--- src/rtl/bscan_pkg.sv ---
package bscan_pkg;

    // IEEE 1149.1 TAP state codes
    localparam logic [3:0] TAP_TLR     = 4'hF;
    localparam logic [3:0] TAP_RTI     = 4'hC;
    localparam logic [3:0] TAP_SEL_DR  = 4'h7;
    localparam logic [3:0] TAP_CAP_DR  = 4'h6;
    localparam logic [3:0] TAP_SH_DR   = 4'h2;
    localparam logic [3:0] TAP_EX1_DR  = 4'h1;
    localparam logic [3:0] TAP_PAU_DR  = 4'h3;
    localparam logic [3:0] TAP_EX2_DR  = 4'h0;
    localparam logic [3:0] TAP_UPD_DR  = 4'h5;
    localparam logic [3:0] TAP_SEL_IR  = 4'h4;
    localparam logic [3:0] TAP_CAP_IR  = 4'hE;
    localparam logic [3:0] TAP_SH_IR   = 4'hA;
    localparam logic [3:0] TAP_EX1_IR  = 4'h9;
    localparam logic [3:0] TAP_PAU_IR  = 4'hB;
    localparam logic [3:0] TAP_EX2_IR  = 4'h8;
    localparam logic [3:0] TAP_UPD_IR  = 4'hD;

    // instruction codes
    localparam logic [3:0] INS_EXTEST  = 4'h0;
    localparam logic [3:0] INS_SCANSEL = 4'h2;
    localparam logic [3:0] INS_CLAMP   = 4'h5;
    localparam logic [3:0] INS_HIGHZ   = 4'h7;
    localparam logic [3:0] INS_CLAMPZ  = 4'h9;
    localparam logic [3:0] INS_INTEST  = 4'hC;
    localparam logic [3:0] INS_IDENT   = 4'hE;
    localparam logic [3:0] INS_BYPASS  = 4'hF;

    // registered single-bit outputs of the top level
    typedef struct packed {
        logic ph1;
        logic ph2;
        logic ecap;
        logic icap;
        logic upd;
        logic sh1;
        logic sh2;
        logic rst_ind;
        logic highz;
        logic busdis;
    } bscan_flags_t;

endpackage

--- src/rtl/bscan_phase_gen.sv ---
module bscan_phase_gen #(
    parameter int TCK_DIV = 8
) (
    input  logic clk,
    input  logic rst_n,
    output logic ph1,
    output logic ph2,
    output logic fall_pt
);
    localparam int HALF = TCK_DIV / 2;
    localparam int CW   = (TCK_DIV > 2) ? $clog2(TCK_DIV) : 1;

    logic [CW-1:0] cnt_d, cnt_q;

    always_comb begin
        if (cnt_q == CW'(TCK_DIV - 1)) begin
            cnt_d = '0;
        end else begin
            cnt_d = cnt_q + CW'(1);
        end
    end

    always_ff @(posedge clk) begin
        if (!rst_n) begin
            cnt_q <= '0;
        end else begin
            cnt_q <= cnt_d;
        end
    end

    // gap slots at position 0 (rise) and HALF (fall) keep phases apart
    assign ph1     = (cnt_q >= CW'(1)) && (cnt_q <= CW'(HALF - 1));
    assign ph2     = (cnt_q >= CW'(HALF + 1));
    assign fall_pt = (cnt_q == CW'(HALF));

endmodule

--- src/rtl/bscan_decode.sv ---
module bscan_decode #(
    parameter int ST_W = 4,
    parameter int IR_W = 4,
    parameter int CH_W = 4,
    parameter logic [ST_W-1:0] S_TLR    = bscan_pkg::TAP_TLR,
    parameter logic [ST_W-1:0] S_CAP_DR = bscan_pkg::TAP_CAP_DR,
    parameter logic [ST_W-1:0] S_SH_DR  = bscan_pkg::TAP_SH_DR,
    parameter logic [ST_W-1:0] S_UPD_DR = bscan_pkg::TAP_UPD_DR,
    parameter logic [ST_W-1:0] S_UPD_IR = bscan_pkg::TAP_UPD_IR,
    parameter logic [IR_W-1:0] I_EXTEST = bscan_pkg::INS_EXTEST,
    parameter logic [IR_W-1:0] I_INTEST = bscan_pkg::INS_INTEST,
    parameter logic [IR_W-1:0] I_CLAMP  = bscan_pkg::INS_CLAMP,
    parameter logic [IR_W-1:0] I_CLAMPZ = bscan_pkg::INS_CLAMPZ,
    parameter logic [IR_W-1:0] I_HIGHZ  = bscan_pkg::INS_HIGHZ,
    parameter int BS_CHAIN   = 3,
    parameter int BD_CHAIN_A = 0,
    parameter int BD_CHAIN_B = 4
) (
    input  logic [ST_W-1:0] state,
    input  logic [IR_W-1:0] ir_cur,
    input  logic [IR_W-1:0] ir_nxt,
    input  logic [IR_W-1:0] ir_new,
    input  logic [CH_W-1:0] chain_cur,
    input  logic [CH_W-1:0] chain_nxt,
    output logic            st_cap_dr,
    output logic            st_sh_dr,
    output logic            st_upd_dr,
    output logic            st_upd_ir,
    output logic            st_tlr,
    output logic            cur_extest,
    output logic            cur_intest,
    output logic            cur_bs_chain,
    output logic            new_drive_grp,
    output logic            nxt_highz,
    output logic            nxt_busdis
);
    always_comb begin
        st_cap_dr     = (state == S_CAP_DR);
        st_sh_dr      = (state == S_SH_DR);
        st_upd_dr     = (state == S_UPD_DR);
        st_upd_ir     = (state == S_UPD_IR);
        st_tlr        = (state == S_TLR);
        cur_extest    = (ir_cur == I_EXTEST);
        cur_intest    = (ir_cur == I_INTEST);
        cur_bs_chain  = (chain_cur == CH_W'(BS_CHAIN));
        new_drive_grp = (ir_new == I_INTEST) || (ir_new == I_EXTEST) ||
                        (ir_new == I_CLAMP)  || (ir_new == I_CLAMPZ);
        nxt_highz     = (ir_nxt == I_HIGHZ);
        nxt_busdis    = (ir_nxt == I_INTEST) &&
                        ((chain_nxt == CH_W'(BD_CHAIN_A)) ||
                         (chain_nxt == CH_W'(BD_CHAIN_B)));
    end

endmodule

--- src/rtl/bscan_mirror.sv ---
module bscan_mirror #(
    parameter int IR_W = 4,
    parameter int CH_W = 4,
    parameter logic [IR_W-1:0] IR_RESET = bscan_pkg::INS_IDENT,
    parameter logic [CH_W-1:0] CH_RESET = '0
) (
    input  logic            clk,
    input  logic            rst_n,
    input  logic            trst_n,
    input  logic            fall_pt,
    input  logic            st_upd_ir,
    input  logic            st_upd_dr,
    input  logic            st_tlr,
    input  logic [IR_W-1:0] ir_new,
    input  logic [CH_W-1:0] chain_new,
    input  logic            drive_new,
    output logic [IR_W-1:0] ir_d,
    output logic [IR_W-1:0] ir_q,
    output logic [CH_W-1:0] chain_d,
    output logic [CH_W-1:0] chain_q,
    output logic            drive_q
);
    typedef struct packed {
        logic [IR_W-1:0] ir;
        logic [CH_W-1:0] chain;
        logic            drive;
    } mir_t;

    mir_t m_d, m_q;

    always_comb begin
        m_d = m_q;
        if (!trst_n) begin
            m_d.ir    = IR_RESET;
            m_d.chain = CH_RESET;
            m_d.drive = 1'b0;
        end else if (fall_pt) begin
            if (st_tlr) begin
                m_d.ir = IR_RESET;
            end else if (st_upd_ir) begin
                m_d.ir    = ir_new;
                m_d.drive = drive_new;
            end
            if (st_upd_dr) begin
                m_d.chain = chain_new;
            end
        end
    end

    always_ff @(posedge clk) begin
        if (!rst_n) begin
            m_q.ir    <= IR_RESET;
            m_q.chain <= CH_RESET;
            m_q.drive <= 1'b0;
        end else begin
            m_q <= m_d;
        end
    end

    assign ir_d    = m_d.ir;
    assign ir_q    = m_q.ir;
    assign chain_d = m_d.chain;
    assign chain_q = m_q.chain;
    assign drive_q = m_q.drive;

endmodule

--- src/rtl/bscan_ctrl.sv ---
module bscan_ctrl #(
    parameter int TCK_DIV = 8,
    parameter int ST_W    = 4,
    parameter int IR_W    = 4,
    parameter int CH_W    = 4,
    parameter logic [ST_W-1:0] S_TLR    = bscan_pkg::TAP_TLR,
    parameter logic [ST_W-1:0] S_CAP_DR = bscan_pkg::TAP_CAP_DR,
    parameter logic [ST_W-1:0] S_SH_DR  = bscan_pkg::TAP_SH_DR,
    parameter logic [ST_W-1:0] S_UPD_DR = bscan_pkg::TAP_UPD_DR,
    parameter logic [ST_W-1:0] S_UPD_IR = bscan_pkg::TAP_UPD_IR,
    parameter logic [IR_W-1:0] I_EXTEST = bscan_pkg::INS_EXTEST,
    parameter logic [IR_W-1:0] I_INTEST = bscan_pkg::INS_INTEST,
    parameter logic [IR_W-1:0] I_CLAMP  = bscan_pkg::INS_CLAMP,
    parameter logic [IR_W-1:0] I_CLAMPZ = bscan_pkg::INS_CLAMPZ,
    parameter logic [IR_W-1:0] I_HIGHZ  = bscan_pkg::INS_HIGHZ,
    parameter logic [IR_W-1:0] IR_RESET = bscan_pkg::INS_IDENT,
    parameter int BS_CHAIN   = 3,
    parameter int BD_CHAIN_A = 0,
    parameter int BD_CHAIN_B = 4
) (
    input  logic            clk,
    input  logic            rst_n,
    input  logic            trst_n,
    input  logic [ST_W-1:0] tap_state_i,
    input  logic [IR_W-1:0] ir_in,
    input  logic [CH_W-1:0] chain_in,
    output logic            tck_ph1_o,
    output logic            tck_ph2_o,
    output logic            ecap_o,
    output logic            icap_o,
    output logic            upd_o,
    output logic            sh1_o,
    output logic            sh2_o,
    output logic            drive_o,
    output logic            rst_ind_o,
    output logic            highz_o,
    output logic            busdis_o,
    output logic [IR_W-1:0] ir_o,
    output logic [CH_W-1:0] chain_o
);
    import bscan_pkg::*;

    logic ph1, ph2, fall_pt;
    logic st_cap_dr, st_sh_dr, st_upd_dr, st_upd_ir, st_tlr;
    logic cur_extest, cur_intest, cur_bs_chain, new_drive_grp;
    logic nxt_highz, nxt_busdis;
    logic [IR_W-1:0] ir_d, ir_q;
    logic [CH_W-1:0] chain_d, chain_q;
    logic drive_q;

    bscan_flags_t fl_d, fl_q;

    bscan_phase_gen #(
        .TCK_DIV (TCK_DIV)
    ) u_phase (
        .clk     (clk),
        .rst_n   (rst_n),
        .ph1     (ph1),
        .ph2     (ph2),
        .fall_pt (fall_pt)
    );

    bscan_decode #(
        .ST_W (ST_W), .IR_W (IR_W), .CH_W (CH_W),
        .S_TLR (S_TLR), .S_CAP_DR (S_CAP_DR), .S_SH_DR (S_SH_DR),
        .S_UPD_DR (S_UPD_DR), .S_UPD_IR (S_UPD_IR),
        .I_EXTEST (I_EXTEST), .I_INTEST (I_INTEST), .I_CLAMP (I_CLAMP),
        .I_CLAMPZ (I_CLAMPZ), .I_HIGHZ (I_HIGHZ),
        .BS_CHAIN (BS_CHAIN), .BD_CHAIN_A (BD_CHAIN_A), .BD_CHAIN_B (BD_CHAIN_B)
    ) u_dec (
        .state         (tap_state_i),
        .ir_cur        (ir_q),
        .ir_nxt        (ir_d),
        .ir_new        (ir_in),
        .chain_cur     (chain_q),
        .chain_nxt     (chain_d),
        .st_cap_dr     (st_cap_dr),
        .st_sh_dr      (st_sh_dr),
        .st_upd_dr     (st_upd_dr),
        .st_upd_ir     (st_upd_ir),
        .st_tlr        (st_tlr),
        .cur_extest    (cur_extest),
        .cur_intest    (cur_intest),
        .cur_bs_chain  (cur_bs_chain),
        .new_drive_grp (new_drive_grp),
        .nxt_highz     (nxt_highz),
        .nxt_busdis    (nxt_busdis)
    );

    bscan_mirror #(
        .IR_W (IR_W), .CH_W (CH_W), .IR_RESET (IR_RESET), .CH_RESET ('0)
    ) u_mir (
        .clk       (clk),
        .rst_n     (rst_n),
        .trst_n    (trst_n),
        .fall_pt   (fall_pt),
        .st_upd_ir (st_upd_ir),
        .st_upd_dr (st_upd_dr),
        .st_tlr    (st_tlr),
        .ir_new    (ir_in),
        .chain_new (chain_in),
        .drive_new (new_drive_grp && cur_bs_chain),
        .ir_d      (ir_d),
        .ir_q      (ir_q),
        .chain_d   (chain_d),
        .chain_q   (chain_q),
        .drive_q   (drive_q)
    );

    always_comb begin
        fl_d         = '0;
        fl_d.ph1     = ph1;
        fl_d.ph2     = ph2;
        fl_d.ecap    = ph2 && st_cap_dr && cur_extest && cur_bs_chain;
        fl_d.icap    = ph2 && st_cap_dr && cur_intest && cur_bs_chain;
        fl_d.upd     = ph2 && st_upd_dr && cur_bs_chain;
        fl_d.sh1     = ph1 && st_sh_dr && cur_bs_chain;
        fl_d.sh2     = ph2 && st_sh_dr && cur_bs_chain;
        fl_d.rst_ind = st_tlr || !trst_n;
        fl_d.highz   = nxt_highz;
        fl_d.busdis  = nxt_busdis;
    end

    always_ff @(posedge clk) begin
        if (!rst_n) begin
            fl_q <= '0;
        end else begin
            fl_q <= fl_d;
        end
    end

    assign tck_ph1_o = fl_q.ph1;
    assign tck_ph2_o = fl_q.ph2;
    assign ecap_o    = fl_q.ecap;
    assign icap_o    = fl_q.icap;
    assign upd_o     = fl_q.upd;
    assign sh1_o     = fl_q.sh1;
    assign sh2_o     = fl_q.sh2;
    assign rst_ind_o = fl_q.rst_ind;
    assign highz_o   = fl_q.highz;
    assign busdis_o  = fl_q.busdis;
    assign drive_o   = drive_q;
    assign ir_o      = ir_q;
    assign chain_o   = chain_q;

endmodule

--- config.mk ---
export PLATFORM = sky130hd
export DESIGN_NAME = bscan_ctrl
export DESIGN_NICKNAME = d
export VERILOG_FILES = /design/src/rtl/bscan_pkg.sv /design/src/rtl/bscan_phase_gen.sv /design/src/rtl/bscan_decode.sv /design/src/rtl/bscan_mirror.sv /design/src/rtl/bscan_ctrl.sv
export SDC_FILE = /design/constraint.sdc
export NUM_CORES = 1
export LEC_CHECK = 0
export ABC_AREA = 1
export BUFFER_PORTS_ARGS = -buffer_cell sky130_fd_sc_hd__buf_4
export CAP_MARGIN = 20
export CORE_ASPECT_RATIO = 0.6
export CORE_MARGIN = 4
export CORE_UTILIZATION = 49
export DETAILED_ROUTE_END_ITERATION = 10
export GPL_TIMING_DRIVEN = 1
export MAX_ROUTING_LAYER = met4
export PLACE_DENSITY_LB_ADDON = 0.2
export RECOVER_POWER = 100
export SYNTH_ARGS = -nofsm -noshare
export SYNTH_HDL_FRONTEND = slang
export SYNTH_SLANG_ARGS = --single-unit
export TNS_END_PERCENT = 30
--- constraint.sdc ---
create_clock -name clk -period 1.61 [get_ports clk]
set_input_delay 0.161 -clock clk [delete_from_list [all_inputs] [get_ports clk]]
set_output_delay 0.161 -clock clk [all_outputs]
set_load 0.02 [all_outputs]
==> flow_summary.json <==
{
  "p_switching_w": 0.000254,
  "grt_usage_pct": 18.3,
  "firstDrtPassIters": 4,
  "yosysWarnings": 0,
  "finalCritPeriodShare_pct": 90.5,
  "syn_area_um2": 1060,
  "critical_path_class": "reg2reg",
  "worst_pin_slew_ps": 389,
  "fin_crit_ps": 1460,
  "seqPwrFrac_pct": 50.8,
  "cts_max_path_buffers": 2,
  "final_common_cell": "inv_1",
  "place.gp.congestion": 0.962,
  "cts_tree": "built",
  "leakage_nw": 0.661,
  "numPortBuffers": 33,
  "p_per_area_nw_per_um2": 844,
  "cts_num_sinks": 22,
  "fin_ws_ps": 153,
  "ys_seq_elements": 22,
  "fp-row-count": 12,
  "status": "finished, final reports clean",
  "fp.dieArea_um2": 3000,
  "grt_max_degree": 14,
  "drc": 0,
  "holdWs_ps": 101,
  "drive_gt1_share_pct": 18.1,
  "dp_hpwl_mm": 1.98,
  "drv_slew": 0,
  "ios": 34,
  "pwr-share-comb_pct": 11.1,
  "dr_wl_met3_um": 262,
  "cts.clk_slew.worst_paths_ps": 120,
  "final_cell_mix": "29 x inv_1, 22 x nor2_1, 21 x dfxtp_1, 20 x nand2_1, 20 x clkbuf_1",
  "p_sw_share_pct": 22.8,
  "grt_pass1_vias": 913,
  "hold_viol": 0,
  "syn-num-nets": 167,
  "finalSetupViolCount": 0,
  "setup_tns_ps": 0,
  "cts_root_buf": "clkbuf_4",
  "end_kind": "flip-flop",
  "dr_wl_met2_um": 987,
  "syn-instance-count": 147,
  "power_frac_clock_pct": 38.0,
  "postRouteAntennaNets": 0,
  "grt_remaining_overflow": 0,
  "synth.yosys.seq_area_share_pct": 41.5,
  "grt_pass1_wl_mm": 3.95,
  "holdBufCountCts": 0,
  "relSlewSlack_pct": 74.1,
  "synth_cell_types": 24,
  "die_h_um": 44.0,
  "syn_to_final_growth_pct": 24.1,
  "h-tree-depth": 1,
  "vias": 989,
  "core_area_um2": 1950,
  "antenna_found_initial": 0,
  "startpoint_type": "flip-flop",
  "arrival_ps": 1720,
  "rsz0062_at_grt": "false",
  "power.internal_w": 0.000858,
  "nets": 203,
  "maxCapViolations": 0,
  "finalClockSkew_ps": 5.52,
  "hold_path_class": "in2reg",
  "post-place-ws_ps": 142,
  "die_w_um": 68.1,
  "clkLatencyLatePin_ps": 320,
  "avgSynthCellArea_um2": 7.22,
  "cp_max_fo": 5,
  "avgRoutedWirePerCell_um": 11.5,
  "highest_layer": "met4",
  "max_freq_mhz": 686,
  "peakVddDrop_mv": 0.367,
  "drtIter0Drc": 37,
  "start_util_pct": 54.4,
  "diodes": 0,
  "worstPathRequired_ps": 1870,
  "numCtsBuffers": 3,
  "wirelength_mm": 2.42,
  "wl_met1_mm": 1.16,
  "avgViaCountPerCell": 4.71
}
sequential cells by signal (all words and copies together) (netlist names):
register,cells
u_mir.ir_q,4
tck_ph1_o,1
icap_o,1
sh2_o,1
ecap_o,1
u_phase.cnt_q,3
tck_ph2_o,1
rst_ind_o,1
upd_o,1
highz_o,1
u_mir.drive_q,1
busdis_o,1
u_mir.chain_q,4
sh1_o,1
routing by layer:
metal / track usage [%] / vias up
li1: - / 522
met4: 2.77 / 0
met1: 23.4 / 428
met3: 7.61 / 3
met5: - / -
met2: 27.6 / 36
synth_stat cells:
cell type | n | area (um2)
o21ai_2 | 1 | 8.76
nand3_1 | 15 | 75.1
buf_2 | 1 | 5.00
a21oi_1 | 4 | 20.0
clkbuf_1 | 1 | 3.75
xor2_1 | 1 | 8.76
ha_1 | 5 | 62.6
o21ai_0 | 3 | 15.0
nand2_2 | 7 | 43.8
inv_1 | 29 | 109
inv_2 | 2 | 7.51
nor3_1 | 2 | 10.0
or2_1 | 1 | 6.26
nor2_1 | 22 | 82.6
nand4_1 | 4 | 25.0
nor2_4 | 2 | 22.5
or2_2 | 1 | 6.26
dfxtp_1 | 22 | 440
nand2_4 | 1 | 11.3
xnor2_1 | 1 | 8.76
nor4_1 | 1 | 6.26
nand2_1 | 19 | 71.3
o21ai_1 | 1 | 5.00
nor2_2 | 1 | 6.26
metrics by stage:
stage | total power [W] | util (%) | std cells | instance area (um2)
2_1_floorplan | 0.000650 | - | 147 | 1060
3_3_place_gp | 0.000701 | 68.4 | 206 | 1340
3_5_place_dp | 0.000705 | 68.4 | 206 | 1340
4_1_cts | 0.00112 | 71.1 | 210 | 1390
5_1_grt | 0.00117 | 67.4 | 210 | 1320
6_report | 0.00111 | 67.4 | 210 | 1320
repair_timing:
action,CTS,global route
gates resized for setup,0,2
endpoints found under the setup margin,0,1
setup buffers,0,0
critical path: stages (launching register included):
cell and delay [ps]:
dfxtp_1 370, inv_1 90, ha_1 200, nand2_2 100, inv_2 70, nand2_2 110, nand2_2 60, inv_1 70
nand2_1 100, nor2_4 100, nand2_2 50, nor2_2 70
cells by family after synthesis:
family / share of synthesized area [%]
compound gates: 4.60
simple gates: 34.6
xor+xnor: 1.65
flops: 41.5
fa+ha+maj: 5.90
buf+inv: 11.8
power by group through the flow:
stage          combinational, W  sequential (W)  clock [W]
2_1_floorplan         0.0000670        0.000583          0
3_5_place_dp           0.000128        0.000577          0
4_1_cts                0.000129        0.000565   0.000428
3_3_place_gp           0.000125        0.000576          0
5_1_grt                0.000140        0.000567   0.000459
6_report               0.000124        0.000565   0.000422
final timing paths:
kind	slack, ps	cells after the start	end	startpoint
setup reg to reg	150	11	highz_o$_SDFF_PN0_	u_phase.cnt_q[1]$_SDFF_PP0_
setup / recovery	150	11	highz_o$_SDFF_PN0_	u_phase.cnt_q[1]$_SDFF_PP0_
hold / removal	100	2	u_mir.ir_q[3]$_SDFF_PN1_	rst_n
hold reg to reg	460	1	u_phase.cnt_q[0]$_SDFF_PP0_	u_phase.cnt_q[0]$_SDFF_PP0_
final cells by class:
type	count	area, um2
multi-input combinational	92	498
clock buffer	3	22.5
inverter	31	116
sequential	22	442
fill	185	636
tap	28	35.0
clock inverter	1	30.0
timing repair buffer	33	173
Power figures use the tool's default switching activity.
